## config.mk

```make
export PLATFORM = sky130hd
export DESIGN_NAME = acc_alu
export DESIGN_NICKNAME = d
export VERILOG_FILES = /design/src/rtl/acc_alu_pkg.sv /design/src/rtl/acc_alu_arith.sv /design/src/rtl/acc_alu_shlog.sv /design/src/rtl/acc_alu_muldiv.sv /design/src/rtl/acc_alu_bcd.sv /design/src/rtl/acc_alu.sv
export SDC_FILE = /design/constraint.sdc
export NUM_CORES = 1
export LEC_CHECK = 0
export CORE_MARGIN = 3
export CORE_UTILIZATION = 47
export CTS_BUF_LIST = sky130_fd_sc_hd__clkbuf_8 sky130_fd_sc_hd__clkbuf_16
export DETAILED_ROUTE_END_ITERATION = 7
export GPL_ROUTABILITY_DRIVEN = 0
export PLACE_DENSITY = 0.79
export SYNTH_ARGS = -nofsm -noshare
export SYNTH_HDL_FRONTEND = slang
export SYNTH_SLANG_ARGS = --single-unit
```

## constraint.sdc

```tcl
create_clock -name clk -period 13.2 [get_ports clk]
set_clock_uncertainty 0.2 [all_clocks]
set_input_delay 1.98 -clock clk [delete_from_list [all_inputs] [get_ports clk]]
set_output_delay 1.98 -clock clk [all_outputs]
set_load 0.02 [all_outputs]
```

## src/rtl/acc_alu_pkg.sv

```systemverilog
package acc_alu_pkg;
  localparam int OPW = 5;

  typedef enum logic [OPW-1:0] {
    OP_ADD  = 5'd0,
    OP_ADDC = 5'd1,
    OP_SUBB = 5'd2,
    OP_INC  = 5'd3,
    OP_DEC  = 5'd4,
    OP_AND  = 5'd5,
    OP_OR   = 5'd6,
    OP_XOR  = 5'd7,
    OP_CLR  = 5'd8,
    OP_CPL  = 5'd9,
    OP_SWAP = 5'd10,
    OP_RL   = 5'd11,
    OP_RLC  = 5'd12,
    OP_RR   = 5'd13,
    OP_RRC  = 5'd14,
    OP_XCHD = 5'd15,
    OP_MUL  = 5'd16,
    OP_DIV  = 5'd17,
    OP_DA   = 5'd18
  } alu_op_e;
endpackage

```

## src/rtl/acc_alu_arith.sv

```systemverilog
module acc_alu_arith
  import acc_alu_pkg::*;
#(
  parameter int W = 8
) (
  input  logic [OPW-1:0] op,
  input  logic [W-1:0]   a,
  input  logic [W-1:0]   x,
  input  logic           cy,
  output logic [W-1:0]   res,
  output logic           cy_o,
  output logic           ac_o,
  output logic           ov_o
);
  localparam int H = W / 2;

  logic         cin;
  logic [W:0]   full;
  logic [H:0]   lo;

  always_comb begin
    cin  = (op == OP_ADDC || op == OP_SUBB) ? cy : 1'b0;
    full = '0;
    lo   = '0;
    ov_o = 1'b0;
    if (op == OP_SUBB) begin
      full = {1'b0, a} - {1'b0, x} - {{W{1'b0}}, cin};
      lo   = {1'b0, a[H-1:0]} - {1'b0, x[H-1:0]} - {{H{1'b0}}, cin};
      ov_o = (a[W-1] != x[W-1]) && (full[W-1] != a[W-1]);
    end else begin
      full = {1'b0, a} + {1'b0, x} + {{W{1'b0}}, cin};
      lo   = {1'b0, a[H-1:0]} + {1'b0, x[H-1:0]} + {{H{1'b0}}, cin};
      ov_o = (a[W-1] == x[W-1]) && (full[W-1] != a[W-1]);
    end
    cy_o = full[W];
    ac_o = lo[H];
    case (op)
      OP_INC:  res = a + W'(1);
      OP_DEC:  res = a - W'(1);
      default: res = full[W-1:0];
    endcase
  end
endmodule

```

## src/rtl/acc_alu_shlog.sv

```systemverilog
module acc_alu_shlog
  import acc_alu_pkg::*;
#(
  parameter int W = 8
) (
  input  logic [OPW-1:0] op,
  input  logic [W-1:0]   a,
  input  logic [W-1:0]   x,
  input  logic           cy,
  output logic [W-1:0]   res,
  output logic [W-1:0]   xres,
  output logic           cy_o
);
  localparam int H = W / 2;

  always_comb begin
    res  = a;
    xres = x;
    cy_o = cy;
    case (op)
      OP_AND:  res = a & x;
      OP_OR:   res = a | x;
      OP_XOR:  res = a ^ x;
      OP_CLR:  res = '0;
      OP_CPL:  res = ~a;
      OP_SWAP: res = {a[H-1:0], a[W-1:H]};
      OP_RL:   res = {a[W-2:0], a[W-1]};
      OP_RR:   res = {a[0], a[W-1:1]};
      OP_RLC: begin
        res  = {a[W-2:0], cy};
        cy_o = a[W-1];
      end
      OP_RRC: begin
        res  = {cy, a[W-1:1]};
        cy_o = a[0];
      end
      OP_XCHD: begin
        res  = {a[W-1:H], x[H-1:0]};
        xres = {x[W-1:H], a[H-1:0]};
      end
      default: ;
    endcase
  end
endmodule

```

## src/rtl/acc_alu_muldiv.sv

```systemverilog
module acc_alu_muldiv #(
  parameter int W = 8
) (
  input  logic [W-1:0] a,
  input  logic [W-1:0] b,
  output logic [W-1:0] prod_lo,
  output logic [W-1:0] prod_hi,
  output logic [W-1:0] quo,
  output logic [W-1:0] rem,
  output logic         dz
);
  logic [2*W-1:0] prod;

  always_comb begin
    prod    = (2*W)'(a) * (2*W)'(b);
    prod_lo = prod[W-1:0];
    prod_hi = prod[2*W-1:W];
    dz      = (b == '0);
    quo     = dz ? '0 : a / b;
    rem     = dz ? '0 : a % b;
  end
endmodule

```

## src/rtl/acc_alu_bcd.sv

```systemverilog
module acc_alu_bcd #(
  parameter int W = 8
) (
  input  logic [W-1:0] a,
  input  logic         cy,
  input  logic         ac,
  output logic [W-1:0] res,
  output logic         cy_o
);
  localparam int H = W / 2;

  logic       lo_fix, hi_fix;
  logic [W:0] t, u;

  always_comb begin
    lo_fix = (a[H-1:0] > H'(9)) || ac;
    t      = {1'b0, a} + (lo_fix ? (W+1)'(6) : '0);
    hi_fix = t[W] || cy || (t[W-1:H] > H'(9));
    u      = {1'b0, t[W-1:0]} + (hi_fix ? (W+1)'(6 << H) : '0);
    res    = u[W-1:0];
    cy_o   = cy | t[W] | u[W];
  end
endmodule

```

## src/rtl/acc_alu.sv

```systemverilog
module acc_alu
  import acc_alu_pkg::*;
#(
  parameter int W = 8
) (
  input  logic           clk,
  input  logic           rst,
  input  logic [OPW-1:0] op_i,
  input  logic [W-1:0]   acc_i,
  input  logic [W-1:0]   opnd_i,
  input  logic [W-1:0]   b_i,
  input  logic           cy_i,
  input  logic           ac_i,
  output logic [W-1:0]   acc_o,
  output logic           acc_we,
  output logic [W-1:0]   b_o,
  output logic           b_we,
  output logic [W-1:0]   opnd_o,
  output logic           opnd_we,
  output logic           cy_o,
  output logic           cy_we,
  output logic           ac_o,
  output logic           ac_we,
  output logic           ov_o,
  output logic           ov_we
);
  logic [W-1:0] ar_res, lg_res, lg_x, p_lo, p_hi, q, r, da_res;
  logic         ar_cy, ar_ac, ar_ov, lg_cy, dz, da_cy;

  acc_alu_arith #(.W(W)) u_arith (
    .op(op_i), .a(acc_i), .x(opnd_i), .cy(cy_i),
    .res(ar_res), .cy_o(ar_cy), .ac_o(ar_ac), .ov_o(ar_ov)
  );

  acc_alu_shlog #(.W(W)) u_shlog (
    .op(op_i), .a(acc_i), .x(opnd_i), .cy(cy_i),
    .res(lg_res), .xres(lg_x), .cy_o(lg_cy)
  );

  acc_alu_muldiv #(.W(W)) u_muldiv (
    .a(acc_i), .b(b_i),
    .prod_lo(p_lo), .prod_hi(p_hi), .quo(q), .rem(r), .dz(dz)
  );

  acc_alu_bcd #(.W(W)) u_bcd (
    .a(acc_i), .cy(cy_i), .ac(ac_i), .res(da_res), .cy_o(da_cy)
  );

  logic [W-1:0] acc_n, b_n, x_n;
  logic         cy_n, ac_n, ov_n;
  logic         acc_e, b_e, x_e, cy_e, ac_e, ov_e;

  always_comb begin
    acc_n = acc_i; b_n = b_i; x_n = opnd_i;
    cy_n  = cy_i;  ac_n = ac_i; ov_n = 1'b0;
    acc_e = 1'b0; b_e = 1'b0; x_e = 1'b0;
    cy_e  = 1'b0; ac_e = 1'b0; ov_e = 1'b0;
    case (op_i)
      OP_ADD, OP_ADDC, OP_SUBB: begin
        acc_n = ar_res; cy_n = ar_cy; ac_n = ar_ac; ov_n = ar_ov;
        acc_e = 1'b1; cy_e = 1'b1; ac_e = 1'b1; ov_e = 1'b1;
      end
      OP_INC, OP_DEC: begin
        acc_n = ar_res; acc_e = 1'b1;
      end
      OP_AND, OP_OR, OP_XOR, OP_CLR, OP_CPL, OP_SWAP, OP_RL, OP_RR: begin
        acc_n = lg_res; acc_e = 1'b1;
      end
      OP_RLC, OP_RRC: begin
        acc_n = lg_res; cy_n = lg_cy; acc_e = 1'b1; cy_e = 1'b1;
      end
      OP_XCHD: begin
        acc_n = lg_res; x_n = lg_x; acc_e = 1'b1; x_e = 1'b1;
      end
      OP_MUL: begin
        acc_n = p_lo; b_n = p_hi; cy_n = 1'b0; ov_n = (p_hi != '0);
        acc_e = 1'b1; b_e = 1'b1; cy_e = 1'b1; ov_e = 1'b1;
      end
      OP_DIV: begin
        cy_n = 1'b0; cy_e = 1'b1; ov_e = 1'b1; ov_n = dz;
        if (!dz) begin
          acc_n = q; b_n = r; acc_e = 1'b1; b_e = 1'b1;
        end
      end
      OP_DA: begin
        acc_n = da_res; cy_n = da_cy; acc_e = 1'b1; cy_e = 1'b1;
      end
      default: ;
    endcase
  end

  always_ff @(posedge clk) begin
    if (rst) begin
      acc_o <= '0; b_o <= '0; opnd_o <= '0;
      cy_o <= 1'b0; ac_o <= 1'b0; ov_o <= 1'b0;
      acc_we <= 1'b0; b_we <= 1'b0; opnd_we <= 1'b0;
      cy_we <= 1'b0; ac_we <= 1'b0; ov_we <= 1'b0;
    end else begin
      acc_o <= acc_n; b_o <= b_n; opnd_o <= x_n;
      cy_o <= cy_n; ac_o <= ac_n; ov_o <= ov_n;
      acc_we <= acc_e; b_we <= b_e; opnd_we <= x_e;
      cy_we <= cy_e; ac_we <= ac_e; ov_we <= ov_e;
    end
  end

  assert_reset_clear_R1: assert property (@(posedge clk)
    $past(rst) |-> !(acc_we || b_we || opnd_we || cy_we || ac_we || ov_we));

  assert_unused_code_R2: assert property (@(posedge clk) disable iff (rst)
    (!$past(rst) && $past(op_i) > OP_DA)
      |-> !(acc_we || b_we || opnd_we || cy_we || ac_we || ov_we));

  assert_add_sum_R3: assert property (@(posedge clk) disable iff (rst)
    (!$past(rst) && $past(op_i) == OP_ADD)
      |-> ({cy_o, acc_o} == {1'b0, $past(acc_i)} + {1'b0, $past(opnd_i)}));

  assert_logic_no_flags_R6: assert property (@(posedge clk) disable iff (rst)
    (!$past(rst) && ($past(op_i) == OP_AND || $past(op_i) == OP_OR ||
                     $past(op_i) == OP_XOR))
      |-> (acc_we && !cy_we && !ac_we && !ov_we));

  assert_xchd_keep_R9: assert property (@(posedge clk) disable iff (rst)
    (!$past(rst) && $past(op_i) == OP_XCHD)
      |-> (acc_o[W-1:W/2] == $past(acc_i[W-1:W/2]) &&
           opnd_o[W/2-1:0] == $past(acc_i[W/2-1:0]) && opnd_we));

  assert_mul_pair_R10: assert property (@(posedge clk) disable iff (rst)
    (!$past(rst) && $past(op_i) == OP_MUL)
      |-> ({b_o, acc_o} == (2*W)'($past(acc_i)) * (2*W)'($past(b_i)) &&
           !cy_o && ov_o == (b_o != '0)));

  assert_div_rebuild_R11: assert property (@(posedge clk) disable iff (rst)
    (!$past(rst) && $past(op_i) == OP_DIV && $past(b_i) != '0)
      |-> ((2*W)'(acc_o) * (2*W)'($past(b_i)) + (2*W)'(b_o) == (2*W)'($past(acc_i)) &&
           b_o < $past(b_i) && !ov_o));

  assert_div_zero_R12: assert property (@(posedge clk) disable iff (rst)
    (!$past(rst) && $past(op_i) == OP_DIV && $past(b_i) == '0)
      |-> (ov_o && ov_we && !cy_o && !acc_we && !b_we));
endmodule

```

# Word-level counts from Yosys, hierarchy flattened
# Index checks and enable logic that the tools add are counted.
[word_totals]
regBits = 33
output_inout_bits = 33
[op_classes]
add_sub_neg = 12
mul = 1
div = 2
order_cmp = 2
n_eq_ne = 22
mux = 24
n_bitwise = 6
reduce_logical = 17
[op_table]
columns = ["operator", "count"]
rows = [
  ["8-bit one-hot mux with 11 select lines", 1],
  ["5-bit by 4-bit equality test with 1-bit output (second input constant)", 8],
  ["8-bit one-hot mux with 5 select lines", 1],
  ["8-bit one-hot mux with 2 select lines", 2],
  ["5-bit by 3-bit equality test with 1-bit output (second input constant)", 4],
  ["8-bit by 9-bit adder with 9-bit output", 2],
  ["18-bit OR reduction", 1],
  ["8-bit by 8-bit multiplier with 16-bit output", 1],
  ["8-bit 2-to-1 mux", 2],
  ["5-bit equality test (second input constant)", 3],
  ["11-bit OR reduction", 1],
  ["5-bit by 2-bit equality test with 1-bit output (second input constant)", 2],
  ["5-bit OR reduction", 2],
  ["8-bit by 8-bit adder with 9-bit output", 1],
  ["9-bit by 1-bit adder with 9-bit output", 1],
  ["9-bit 2-to-1 mux", 1],
  ["8-bit by 8-bit subtractor with 9-bit output", 1],
  ["9-bit by 1-bit subtractor with 9-bit output", 1],
  ["8-bit by 1-bit adder with 8-bit output (second input constant)", 1],
  ["8-bit AND", 1],
  ["8-bit by 8-bit divider with 8-bit output", 1],
  ["4-bit > comparator (second input constant)", 2],
  ["8-bit logical NOT", 1],
  ["8-bit by 8-bit modulo with 8-bit output", 1],
  ["27 further kinds", 44],
]

# Depth between registers and ports, before layout
# Gate-level depths: netlist of run 1.
[depth]
depth_word = 10
depth_mapped = 55
ltp_nobuf = 51

# Modules after synthesis
# From an unflattened synthesis of run 1, not the netlist that was laid out.
[unflattened]
cells_unflattened = 1101
area_unflattened_um2 = 8466.9
[by_module_without_submodules]
columns = ["module", "instances", "cells_each", "area_each_um2", "seq_area_each_um2"]
rows = [
  ["acc_alu_muldiv", 1, 515, 3993.8, 0.0],
  ["acc_alu", 1, 211, 1778.0, 660.6],
  ["acc_alu_arith", 1, 177, 1303.8, 0.0],
  ["acc_alu_shlog", 1, 165, 1122.3, 0.0],
  ["acc_alu_bcd", 1, 33, 269.0, 0.0],
]

# Worst setup path after synthesis of run 1
# Ideal clock, no wire load.
[synth_path]
path_type = "input to register"
from = "input port b_i[6]"
to = "register b_o[2]"
arrival_time_ns = 12.320
required_ns = 12.914
setup_slack_ns = 0.594
cell_stages = 49
n_path_buf = 4
path_cell_list = "buf_2 > nor4_4 > nand3_1 > nor2b_1 > ha_1 > o21a_1 > o211ai_2 > or3_4 > nand2_1 > ha_1 > nor4b_1 > a41oi_1 > a21oi_2 > nor2b_1 > a21o_1 > ha_1 > a21oi_1 > a21boi_0 > [... 13 more ...] > buf_4 > nor3_1 > a21o_1 > ha_1 > nor3_1 > a211oi_1 > a31oi_1 > o21ai_1 > clkbuf_1 > mux2_2 > ha_1 > o21ai_1 > nor3b_1 > a221oi_1 > inv_1 > nor2_1 > a221oi_1 > a211oi_1"
[synth_between]
elab_chain_cells = 3
[synth_lines]
columns = ["item", "line_no", "rtl"]
rows = [
  ["from (decl)", "acc_alu.sv:11", "input logic [W-1:0] b_i,"],
  ["8-bit by 8-bit modulo with 8-bit output / 8-bit logical NOT (equally long branches)", "acc_alu_muldiv.sv:20, acc_alu_muldiv.sv:18", ""],
  ["8-bit 2-to-1 mux", "acc_alu.sv:81", "if (!dz) begin"],
  ["8-bit one-hot mux with 2 select lines *", "acc_alu.sv:58", "case (op_i)"],
  ["to (signal assigned)", "acc_alu.sv:99", "acc_o <= acc_n; b_o <= b_n; opnd_o <= x_n;"],
  ["to (decl)", "acc_alu.sv:16", "output logic [W-1:0] b_o,"],
]
# Mark *: on every way between the ends. The rest lies on a longest branch, timed or not.
# A chain may end at the register's enable or synchronous reset.

# Worst setup path after layout of run 1
[layout_path]
from = "input port acc_i[7]"
to = "register b_o[5]"
[layout_between]
elab_chain_cells = 3
[layout_lines]
columns = ["item", "line_no", "rtl"]
rows = [
  ["from (decl)", "acc_alu.sv:9", "input logic [W-1:0] acc_i,"],
  ["8-bit by 8-bit modulo with 8-bit output", "acc_alu_muldiv.sv:20", "rem = dz ? '0 : a % b;"],
  ["8-bit 2-to-1 mux", "acc_alu.sv:81", ""],
  ["8-bit one-hot mux with 2 select lines *", "acc_alu.sv:58", ""],
]
# Marks and branches as above.

==> key figures, run 1 <==
Placed design
  • # placed instances: 1219
  • HPWL Detailed: 18.5 mm
  • Pre-CTS WS: -0.321 ns
  • Port bufs: between 60 and 70

Floorplan
  • I/O pin count: between 60 and 70
  • Chip width: 131 um
  • Die Area: between 15000 and 20000 um2
  • Core area: 15300 um2
  • Die Y: between 100 and 150 um
  • Core Rows: 45
  • Initial core utilization: 48.1%

Critical path
  • Slowest stage cell, crit path: clkdlybuf4s50_1
  • Crit path largest cell delay: 0.52 ns
  • Critical Path RT: 13.20 ns
  • Arr. time, crit path: between 10 and 15 ns
  • Crit Path Max Fanout: 10
  • CP startpoint: acc_i[7]
  • Critical path type: primary input to flip-flop
  • Crit. End Element: flip-flop
  • CP dominant cell by count: ha_1
  • CP Launch Type: primary input

Clock network
  • Clk slew on worst S/H paths: 0.06 ns
  • CTS sink cnt: 33
  • H-tree Lvls: 2
  • Clock Tree Buf Depth: 2
  • TritonCTS clock tree: built
  • CTS Hold Bufs: 0
  • CTS Root Cell: clkbuf_16
  • CTS Buf Count: 5

Route
  • Vias/cell: roughly 6.2
  • WL/cell: 20.1 um
  • Drt drc: 0
  • Via count: 7655
  • Final wirelength: 24.7 mm
  • Pre-antenna DRT Iters: 6
  • Antenna Nets Post-Route: 0
  • Iter 0 DRT Violations: 913

Layout
  • # fillers: between 1000 and 1500
  • Area Overhead vs Synth: 17.8%
  • Most frequent cells in the layout: ha_1 (115), nand2_1 (101), nor2_1 (86)
  • Share of layout cells above drive strength 1: 8.24%
  • Nets: 1213
  • Finished Layout Cells: 1231
  • Most common cell after layout, fill and taps aside: ha_1
  • Final Util: 56.7%
  • Ant. Diodes: 0

Global route
  • GR Util met2: 45.0%
  • GRT busiest layer: met2
  • Gr ovfl total: 0
  • Pin count of the biggest net entering global routing: 32
  • Initial antenna violation count: 0
  • Vias in the first global route: 7331
  • Met3 GRT Util: about 5.2%
  • First-pass GRT wire length: around 38 mm
  • Met1 usage: around 37%
  • All-Layer GR Usage: around 28%

Timing
  • Final worst-path setup slack: 0.435 ns
  • Fin crit share: 96.7%
  • Max Slew Vio Count: 0
  • Final setup viols: 0
  • Post-route minimum period: 12.77 ns
  • Max transition margin: 14.9%
  • Worst slew pin tran: ~1.3 ns
  • Max Clock Freq: 78.3 MHz
  • Fin. Hold Viols: 0

Synth
  • FF+latch count, synth: 33
  • Register area share after synthesis: 9.00%
  • Area contributors post-synth: ha_1 (20%), fa_1 (12%), dfxtp_1 (9.0%)
  • Synth warn: 0
  • Mapped cell area: 7340 um2
  • Ys async rst share: 0%
  • Net count after synthesis: 1149
  • Post-synth top area share: 19.9%
  • Synthesized area per cell: ~7.7 um2
  • EDFF count, synth: 0
  • Post-Syn Instances: 955
  • Largest area contributor in the netlist: ha_1
  • Ys flop type: dfxtp_1
  • Yosys cell types: between 70 and 80

Power
  • Power Density: 92.5 nW/um2
  • Peak supply drop: 50.0 uV
  • Overall Power: roughly 0.8 mW
  • Leak: 3.93 nW

Min path
  • Hold Crit Start: opnd_i[7]
  • Hold EP: opnd_o[7]
  • Min-Delay Path Depth: 3
  • Worst min path class: primary input to flip-flop

Job
  • Max cap viols: 0

Status
  • Run status: complete, no violations
-- worst max path at each step --
stage                        end  slack (ns)  cells past startpoint
after floorplan           b_o[2]        0.59                     49
after global placement    b_o[2]         0.1                     51
after detailed placement  b_o[2]       -0.32                     51
after CTS                 b_o[2]        0.14                     51
after global routing      b_o[5]       -0.07                     52
final                     b_o[5]        0.43                     50
-- cell type report --
type                            instances  area, um2  area share [%]
Multi-Input combinational cell        795       6320            73.1
Timing Repair Buffer                  100        920            10.6
Sequential cell                        33        661            7.64
Inverter                               84        315            3.64
Tap cell                              211        264            3.05
Clock buffer                            5        125            1.45
Clock inverter                          3       46.3           0.535
-- report_power, final --
group	switching (mW)	leakage (nW)	total, mW	internal [mW]
Clock	0.0495	0.0800	0.139	0.0894
Sequential	0.00210	0.274	0.109	0.106
Combinational	0.326	3.57	0.553	0.227
Total	0.378	3.93	0.801	0.423
-- critical path, delay by kind of cell --
kind | cells | cell delay (ns)
multiplexers | 2 | 0.57
adder cells (fa/ha/maj) | 8 | 2.54
buffers and inverters | 4 | 1.01
AND/OR/NAND/NOR | 15 | 2.45
AO/OA/AOI/OAI | 21 | 4.19
-- layer usage --
layer / wire (um) / vias to the layer above
li1: - / 3513
met1: 9480 / 3546
met2: 11000 / 485
met3: 2930 / 111
met4: 1270 / 0
met5: 0 / -
-- metrics by stage --
step	TNS [ns]	area, um2	hold WS, ns
finish	0	8650	2.15
global route	-0.174	8650	2.18
CTS	0	8500	2.17
detailed placement	-2.07	8320	2.46
global placement	0	8320	2.45
floorplan	0	7340	1.86
-- cell families (layout without fill, tap and decap cells) --
group                      count (synthesis)  after routing  share of synthesized area (%)
buffers and inverters                    128            192                           6.78
and+or+nand+nor                          315            315                           20.5
AOI/OAI and AO/OA                        250            251                           23.3
DFF                                       33             33                           9.00
muxes                                     12             12                           1.76
xor gates and xnor gates                  56             56                           6.68
adders and majority gates                161            161                           31.9
-- synth_stat cells (all sizes together), types with 5 or more instances --
cell type and number:
nor4 8, clkbuf 34, nor2 87, nand4 6, mux2i 5, o21ai 46
a31oi 14, o21bai 5, nand3 15, nand3b 5, nor3 34, buf 10
ha 117, a22oi 10, o211ai 8, inv 81, xor2 24, a21o 22
a21oi 66, dfxtp 33, nand2b 17, o21a 12, a211oi 11, nand2 101
nor2b 10, xnor2 32, a221oi 15, fa 44, mux2 7, or3 8
-- what timing repair did --
item | CTS | global route
endpoints found under the setup margin | 1 | 9
buffers inserted | 0 | 3
pin swaps | 0 | 6
cloned | 0 | 1
gates resized for setup | 1 | 25
-- sequential cells by signal (all words and copies together), names as in the netlist --
register,count
acc_o,8
b_o,8
opnd_o,8
ac_o,1
ac_we,1
acc_we,1
b_we,1
cy_o,1
cy_we,1
opnd_we,1
ov_o,1
ov_we,1
Note: power is estimated with default switching activity, not from simulation.
==> run 2: changes to the inputs <==
--- a/config.mk
+++ b/config.mk
@@ -5,12 +5,12 @@
 export SDC_FILE = /design/constraint.sdc
 export NUM_CORES = 1
 export LEC_CHECK = 0
-export CORE_MARGIN = 3
+export ABC_AREA = 1
 export CORE_UTILIZATION = 47
 export CTS_BUF_LIST = sky130_fd_sc_hd__clkbuf_8 sky130_fd_sc_hd__clkbuf_16
 export DETAILED_ROUTE_END_ITERATION = 7
 export GPL_ROUTABILITY_DRIVEN = 0
-export PLACE_DENSITY = 0.79
+export PLACE_DENSITY = 0.76
 export SYNTH_ARGS = -nofsm -noshare
 export SYNTH_HDL_FRONTEND = slang
 export SYNTH_SLANG_ARGS = --single-unit
==> constraint.sdc (replaced) <==
create_clock -name clk -period 13.45 [get_ports clk]
set_clock_uncertainty 0.2 [all_clocks]
set_input_delay 2.0175 -clock clk [delete_from_list [all_inputs] [get_ports clk]]
set_output_delay 2.0175 -clock clk [all_outputs]
set_load 0.02 [all_outputs]
==> run 2 against run 1 <==
Hold slack better by 0.00094 ns. Worst setup slack better by 0.82 ns. Clock power hardly changed. Critical endpoint is now b_o[3]. Highest routed layer unchanged. Via count is 2.5% higher. Combinational power is 9.2% lower. Final cell count is 16% higher. Sequential power hardly changed. Core utilization is 2.1 points lower. Sequential share of layout area hardly changed. Count of clock-buffer cells in the layout is 1 higher. Synthesized area is 3.2% higher.
==> key figures, run 2 <==
Global route
  • Initial antenna violation count: 0
  • Pin count of the biggest net entering global routing: 23
  • Met3 GRT Util: 3.99%
  • Met1 usage: between 30 and 40%
  • Gr ovfl total: 0
  • Vias in the first global route: 7534
  • First-pass GRT wire length: 37.3 mm
  • GR Util met2: 48.2%
  • GRT busiest layer: met2
  • All-Layer GR Usage: 28.7%

Clock network
  • CTS Root Cell: clkbuf_16
  • CTS Hold Bufs: 0
  • Clock Tree Buf Depth: 2
  • CTS Buf Count: 5
  • H-tree Lvls: 2
  • # Post-CTS Setup Buffers: 0
  • CTS sink cnt: 33
  • TritonCTS clock tree: built
  • Post-CTS Resized: 0
  • Clk slew on worst S/H paths: 0.05 ns

Critical path
  • Crit Path Max Fanout: 13
  • Crit. End Element: flip-flop
  • Slowest stage cell, crit path: clkdlybuf4s50_1
  • CP dominant cell by count: nand2_1
  • Crit path largest cell delay: 0.46 ns
  • Critical Path RT: between 10 and 15 ns
  • Arr. time, crit path: 12.21 ns
  • Critical path type: primary input to flip-flop
  • CP Launch Type: primary input

Placed design
  • Dpl cell area: 8470 um2
  • Port bufs: 65
  • HPWL Detailed: 18.2 mm

Timing
  • Max transition margin: between 50% and 60%
  • Max Slew Vio Count: 0
  • Min Hold Slack: 2.16 ns
  • Fin. Hold Viols: 0
  • Total negative slack: 0 ns
  • Max Clock Freq: 82.0 MHz
  • RSZ-0062 raised after global routing: no
  • Worst slew pin tran: 0.676 ns
  • Final setup viols: 0
  • Fin crit share: 90.7%
  • Post-route minimum period: 12.20 ns

Synth
  • Ys async rst share: 0%
  • Ys flop type: dfxtp_1
  • Post-synth top area share: 19.3%
  • Most frequent cell after synthesis: nand2_1
  • Synth top cells by count: nand2_1 (266), inv_1 (207), ha_1 (117)
  • Register area share after synthesis: between 8 and 9%
  • FF+latch count, synth: 33
  • EDFF count, synth: 0
  • Synth warn: 0
  • Area contributors post-synth: ha_1 (19%), nand2_1 (13%), fa_1 (12%)
  • Synthesized area per cell: between 6 and 7 um2
  • Post-Syn Instances: 1157
  • Net count after synthesis: 1351
  • Largest area contributor in the netlist: ha_1
  • Yosys cell types: 52
  • Mapped cell area: 7580 um2

Power
  • Power Density: 86.3 nW/um2
  • Leak: about 4.7 nW
  • Peak supply drop: 52.6 uV

Layout
  • Share of layout cells above drive strength 1: 5.52%
  • Most frequent cells in the layout: nand2_1 (266), inv_1 (208), ha_1 (117)
  • Area Overhead vs Synth: 14.0%
  • Nets: 1407
  • Most common cell after layout, fill and taps aside: nand2_1
  • Fin area: 8640 um2
  • Top Registers: acc_o (8), b_o (8), opnd_o (8)
  • Ant. Diodes: 0

Floorplan
  • Die Area: 16600 um2
  • Core Rows: 46
  • Initial core utilization: between 40% and 50%
  • Die Y: 129 um
  • Core area: 15800 um2
  • I/O pin count: 66
  • Chip width: between 100 and 150 um

Route
  • Drt drc: 0
  • Vias/cell: around 5.5
  • Final wirelength: 23.2 mm
  • WL/cell: roughly 16 um
  • Pre-antenna DRT Iters: 8
  • Iter 0 DRT Violations: 640
  • Antenna Nets Post-Route: 0
  • Via count: 7846

Min path
  • Worst min path class: primary input to flip-flop
  • Min-Delay Path Depth: 3

Job
  • Max cap viols: 0

Status
  • Run status: complete, no violations
run 2: power by group:
part / switching, mW / leakage (nW) / total (mW) / internal (mW)
clock: 0.0443 / 0.0883 / 0.136 / 0.0918
combinational: 0.309 / 4.29 / 0.502 / 0.193
sequential: 0.00268 / 0.274 / 0.107 / 0.105
total: 0.356 / 4.65 / 0.745 / 0.389
run 2: layout make-up:
type / count / area, um2
fillers: 1558 / 7190
multi-input cells: 877 / 5970
inverters: 219 / 822
repair buffers: 77 / 741
flip-flops and latches: 33 / 661
well taps: 216 / 270
clock buffers: 6 / 139
clock inverters: 2 / 33.8
run 2: cell families after synthesis:
kind of cell	count (synthesis)	share of synthesized area, %
xor gates and xnor gates	39	4.51
and+or+nand+nor	466	26.8
buffers and inverters	247	12.5
DFF	33	8.72
adders and majority gates	161	30.9
AOI/OAI and AO/OA	211	16.6
run 2: worst max-delay path: cells and delay by family:
kind | cells | cell delay [ns]
AO/OA/AOI/OAI | 12 | 2.04
AND/OR/NAND/NOR | 33 | 3.48
buffers and inverters | 18 | 2.11
adder cells (fa/ha/maj) | 8 | 2.59
run 2: worst paths after layout:
check | slack [ns] | end | from
worst min-delay path | 2.16 | opnd_o[4] | opnd_i[4]
worst max-delay path | 1.25 | b_o[3] | b_i[0]
run 2: per-stage QoR:
| step | setup WS (ns) | utilization (%) | total power [mW] | std cells |
|---|---|---|---|---|
| floorplan | 2.98 | - | 0.481 | 1157 |
| global placement | 1.52 | 53.5 | 0.596 | 1422 |
| detailed placement | 1.17 | 53.5 | 0.602 | 1422 |
| CTS | 1.39 | 54.6 | 0.741 | 1430 |
| global route | 0.270 | 54.6 | 0.816 | 1430 |
| finish | 1.25 | 54.6 | 0.745 | 1430 |
run 2: routing by layer:
metal	routed length [um]	up-vias
met5	0	-
met4	943	0
met3	1840	67
met2	10600	357
met1	9890	3569
li1	-	3853
==> run 3: changes to the inputs <==
--- a/config.mk
+++ b/config.mk
@@ -9,8 +9,9 @@
 export CORE_UTILIZATION = 47
 export CTS_BUF_LIST = sky130_fd_sc_hd__clkbuf_8 sky130_fd_sc_hd__clkbuf_16
 export DETAILED_ROUTE_END_ITERATION = 7
+export DONT_BUFFER_PORTS = 1
 export GPL_ROUTABILITY_DRIVEN = 0
-export PLACE_DENSITY = 0.76
+export PLACE_DENSITY = 0.71
 export SYNTH_ARGS = -nofsm -noshare
 export SYNTH_HDL_FRONTEND = slang
 export SYNTH_SLANG_ARGS = --single-unit
==> constraint.sdc (replaced) <==
create_clock -name clk -period 12.2 [get_ports clk]
set_clock_uncertainty 0.2 [all_clocks]
set_input_delay 1.83 -clock clk [delete_from_list [all_inputs] [get_ports clk]]
set_output_delay 1.83 -clock clk [all_outputs]
set_load 0.02 [all_outputs]
==> run 3 against run 2 <==
Final cell count fell by 5.3%. Clock power up 13%. Largest cell class unchanged. Worst setup slack got worse by 0.27 ns. Combinational power fell by 0.8%. First-iteration DRC count shrank 9.4%. Core utilization down 4.5 points.
==> key figures, run 3 (same netlist as run 2, synthesis figures left out) <==
Critical path
  • Crit Path Max Fanout: 13
  • CP dominant cell by count: nand2_1
  • Arr. time, crit path: 11.23 ns
  • Crit path largest cell delay: 0.36 ns
  • WP buf/inv: 16
  • Crit-path leading delay family: simple AND/OR/NAND/NOR gates
  • Critical Path RT: 12.21 ns
  • Critical path type: primary input to flip-flop
  • CP Launch Type: primary input
  • Crit. End Element: flip-flop
  • Slowest stage cell, crit path: ha_1

Timing
  • Final worst-path setup slack: ~0.98 ns
  • Max Clock Freq: 89.2 MHz
  • Final setup viols: 0
  • Min Hold Slack: 1.41 ns
  • Max transition margin: 47.2%
  • Worst slew pin tran: 0.784 ns
  • Fin crit share: approximately nine tenths
  • Max Slew Vio Count: 0
  • Fin. Hold Viols: 0
  • Post-route minimum period: about 11 ns
  • Total negative slack: 0 ns
  • RSZ-0062 raised after global routing: no

Layout
  • Area Overhead vs Synth: 4.57%
  • Most frequent cells in the layout: nand2_1 (266), inv_1 (207), ha_1 (117)
  • Most common cell after layout, fill and taps aside: nand2_1
  • Ant. Diodes: 0
  • Sequential standard cell area: 661 um2
  • # fillers: 1614
  • Nets: 1331
  • Top Registers: acc_o (8), b_o (8), opnd_o (8)
  • Share of layout cells above drive strength 1: 5.27%
  • Area of the multi-input gates: 5980 um2

Floorplan
  • I/O pin count: 66
  • Die Area: 16600 um2
  • Core Rows: 46
  • Die Y: 129 um
  • Initial core utilization: 47.9%
  • Chip width: 129 um
  • Core area: 15800 um2

Route
  • Vias/cell: 5.55
  • Iter 0 DRT Violations: 580
  • Pre-antenna DRT Iters: 6
  • WL/cell: 16.8 um
  • Via count: 7520
  • Drt drc: 0
  • Final wirelength: approximately 23 mm
  • Antenna Nets Post-Route: 0

Global route
  • Met1 usage: a little over a third
  • First-pass GRT wire length: 36.4 mm
  • GR Util met2: 46.1%
  • GRT busiest layer: met2
  • Initial antenna violation count: 0
  • All-Layer GR Usage: 28.2%
  • Met3 GRT Util: 6.65%
  • Vias in the first global route: 7289
  • Gr ovfl total: 0
  • Pin count of the biggest net entering global routing: 23

Clock network
  • # Post-CTS Setup Buffers: 0
  • H-tree Lvls: 2
  • Clk slew on worst S/H paths: approximately 0.06 ns
  • CTS sink cnt: 33
  • Post-CTS Resized: 0
  • Clock Tree Buf Depth: 2
  • TritonCTS clock tree: built
  • CTS Hold Bufs: 0
  • CTS Buf Count: 5
  • CTS Root Cell: clkbuf_16

Min path
  • Worst min path class: primary input to flip-flop

Status
  • Run status: complete, no violations

Job
  • Max cap viols: 0

Placed design
  • Pre-CTS WS: 0.783 ns
  • Port bufs: 0
  • HPWL Detailed: 18.0 mm

Power
  • Leak: 4.36 nW
  • Power Density: roughly 98 nW/um2
  • Peak supply drop: 68.3 uV
run 3: cell count changes in the layout (fill, tap and decap cells not counted), sizes merged:
cell           change
inv                -1
clkdlybuf4s50     -65
buf               -11
clkinvlp           +1
run 3: worst paths after layout:
kind | to | startpoint | depth (start not counted) | slack (ns)
min | ac_we | rst | 1 | 1.41
max | b_o[2] | b_i[0] | 69 | 0.98
run 3: final cells by class:
cell class,instances,area share (%)
Timing Repair Buffer,1,0.0947
Sequential cell,33,8.34
Clock inverter,2,0.426
Clock buffer,6,1.75
Tap cell,216,3.41
Inverter,219,10.5
Multi-Input combinational cell,877,75.5
run 3: stage by stage:
step	instance area (um2)	total power [mW]	instances	utilization, %
finish	7920	0.778	1354	50.1
global route	7920	0.860	1354	50.1
CTS	7910	0.774	1354	50.0
detailed placement	7730	0.619	1346	48.9
global placement	7730	0.614	1346	48.9
floorplan	7580	0.530	1157	-
run 3: per-layer routing:
metal	vias up	routed length, um
met5	-	0
met4	0	1100
met3	81	1980
met2	311	10000
met1	3430	9570
li1	3698	-
run 3: where the power goes:
part	total [mW]	internal, mW	switching (mW)	leakage (nW)
clock network	0.153	0.101	0.0514	0.0883
registers	0.128	0.115	0.0127	0.274
logic	0.498	0.191	0.306	4.00
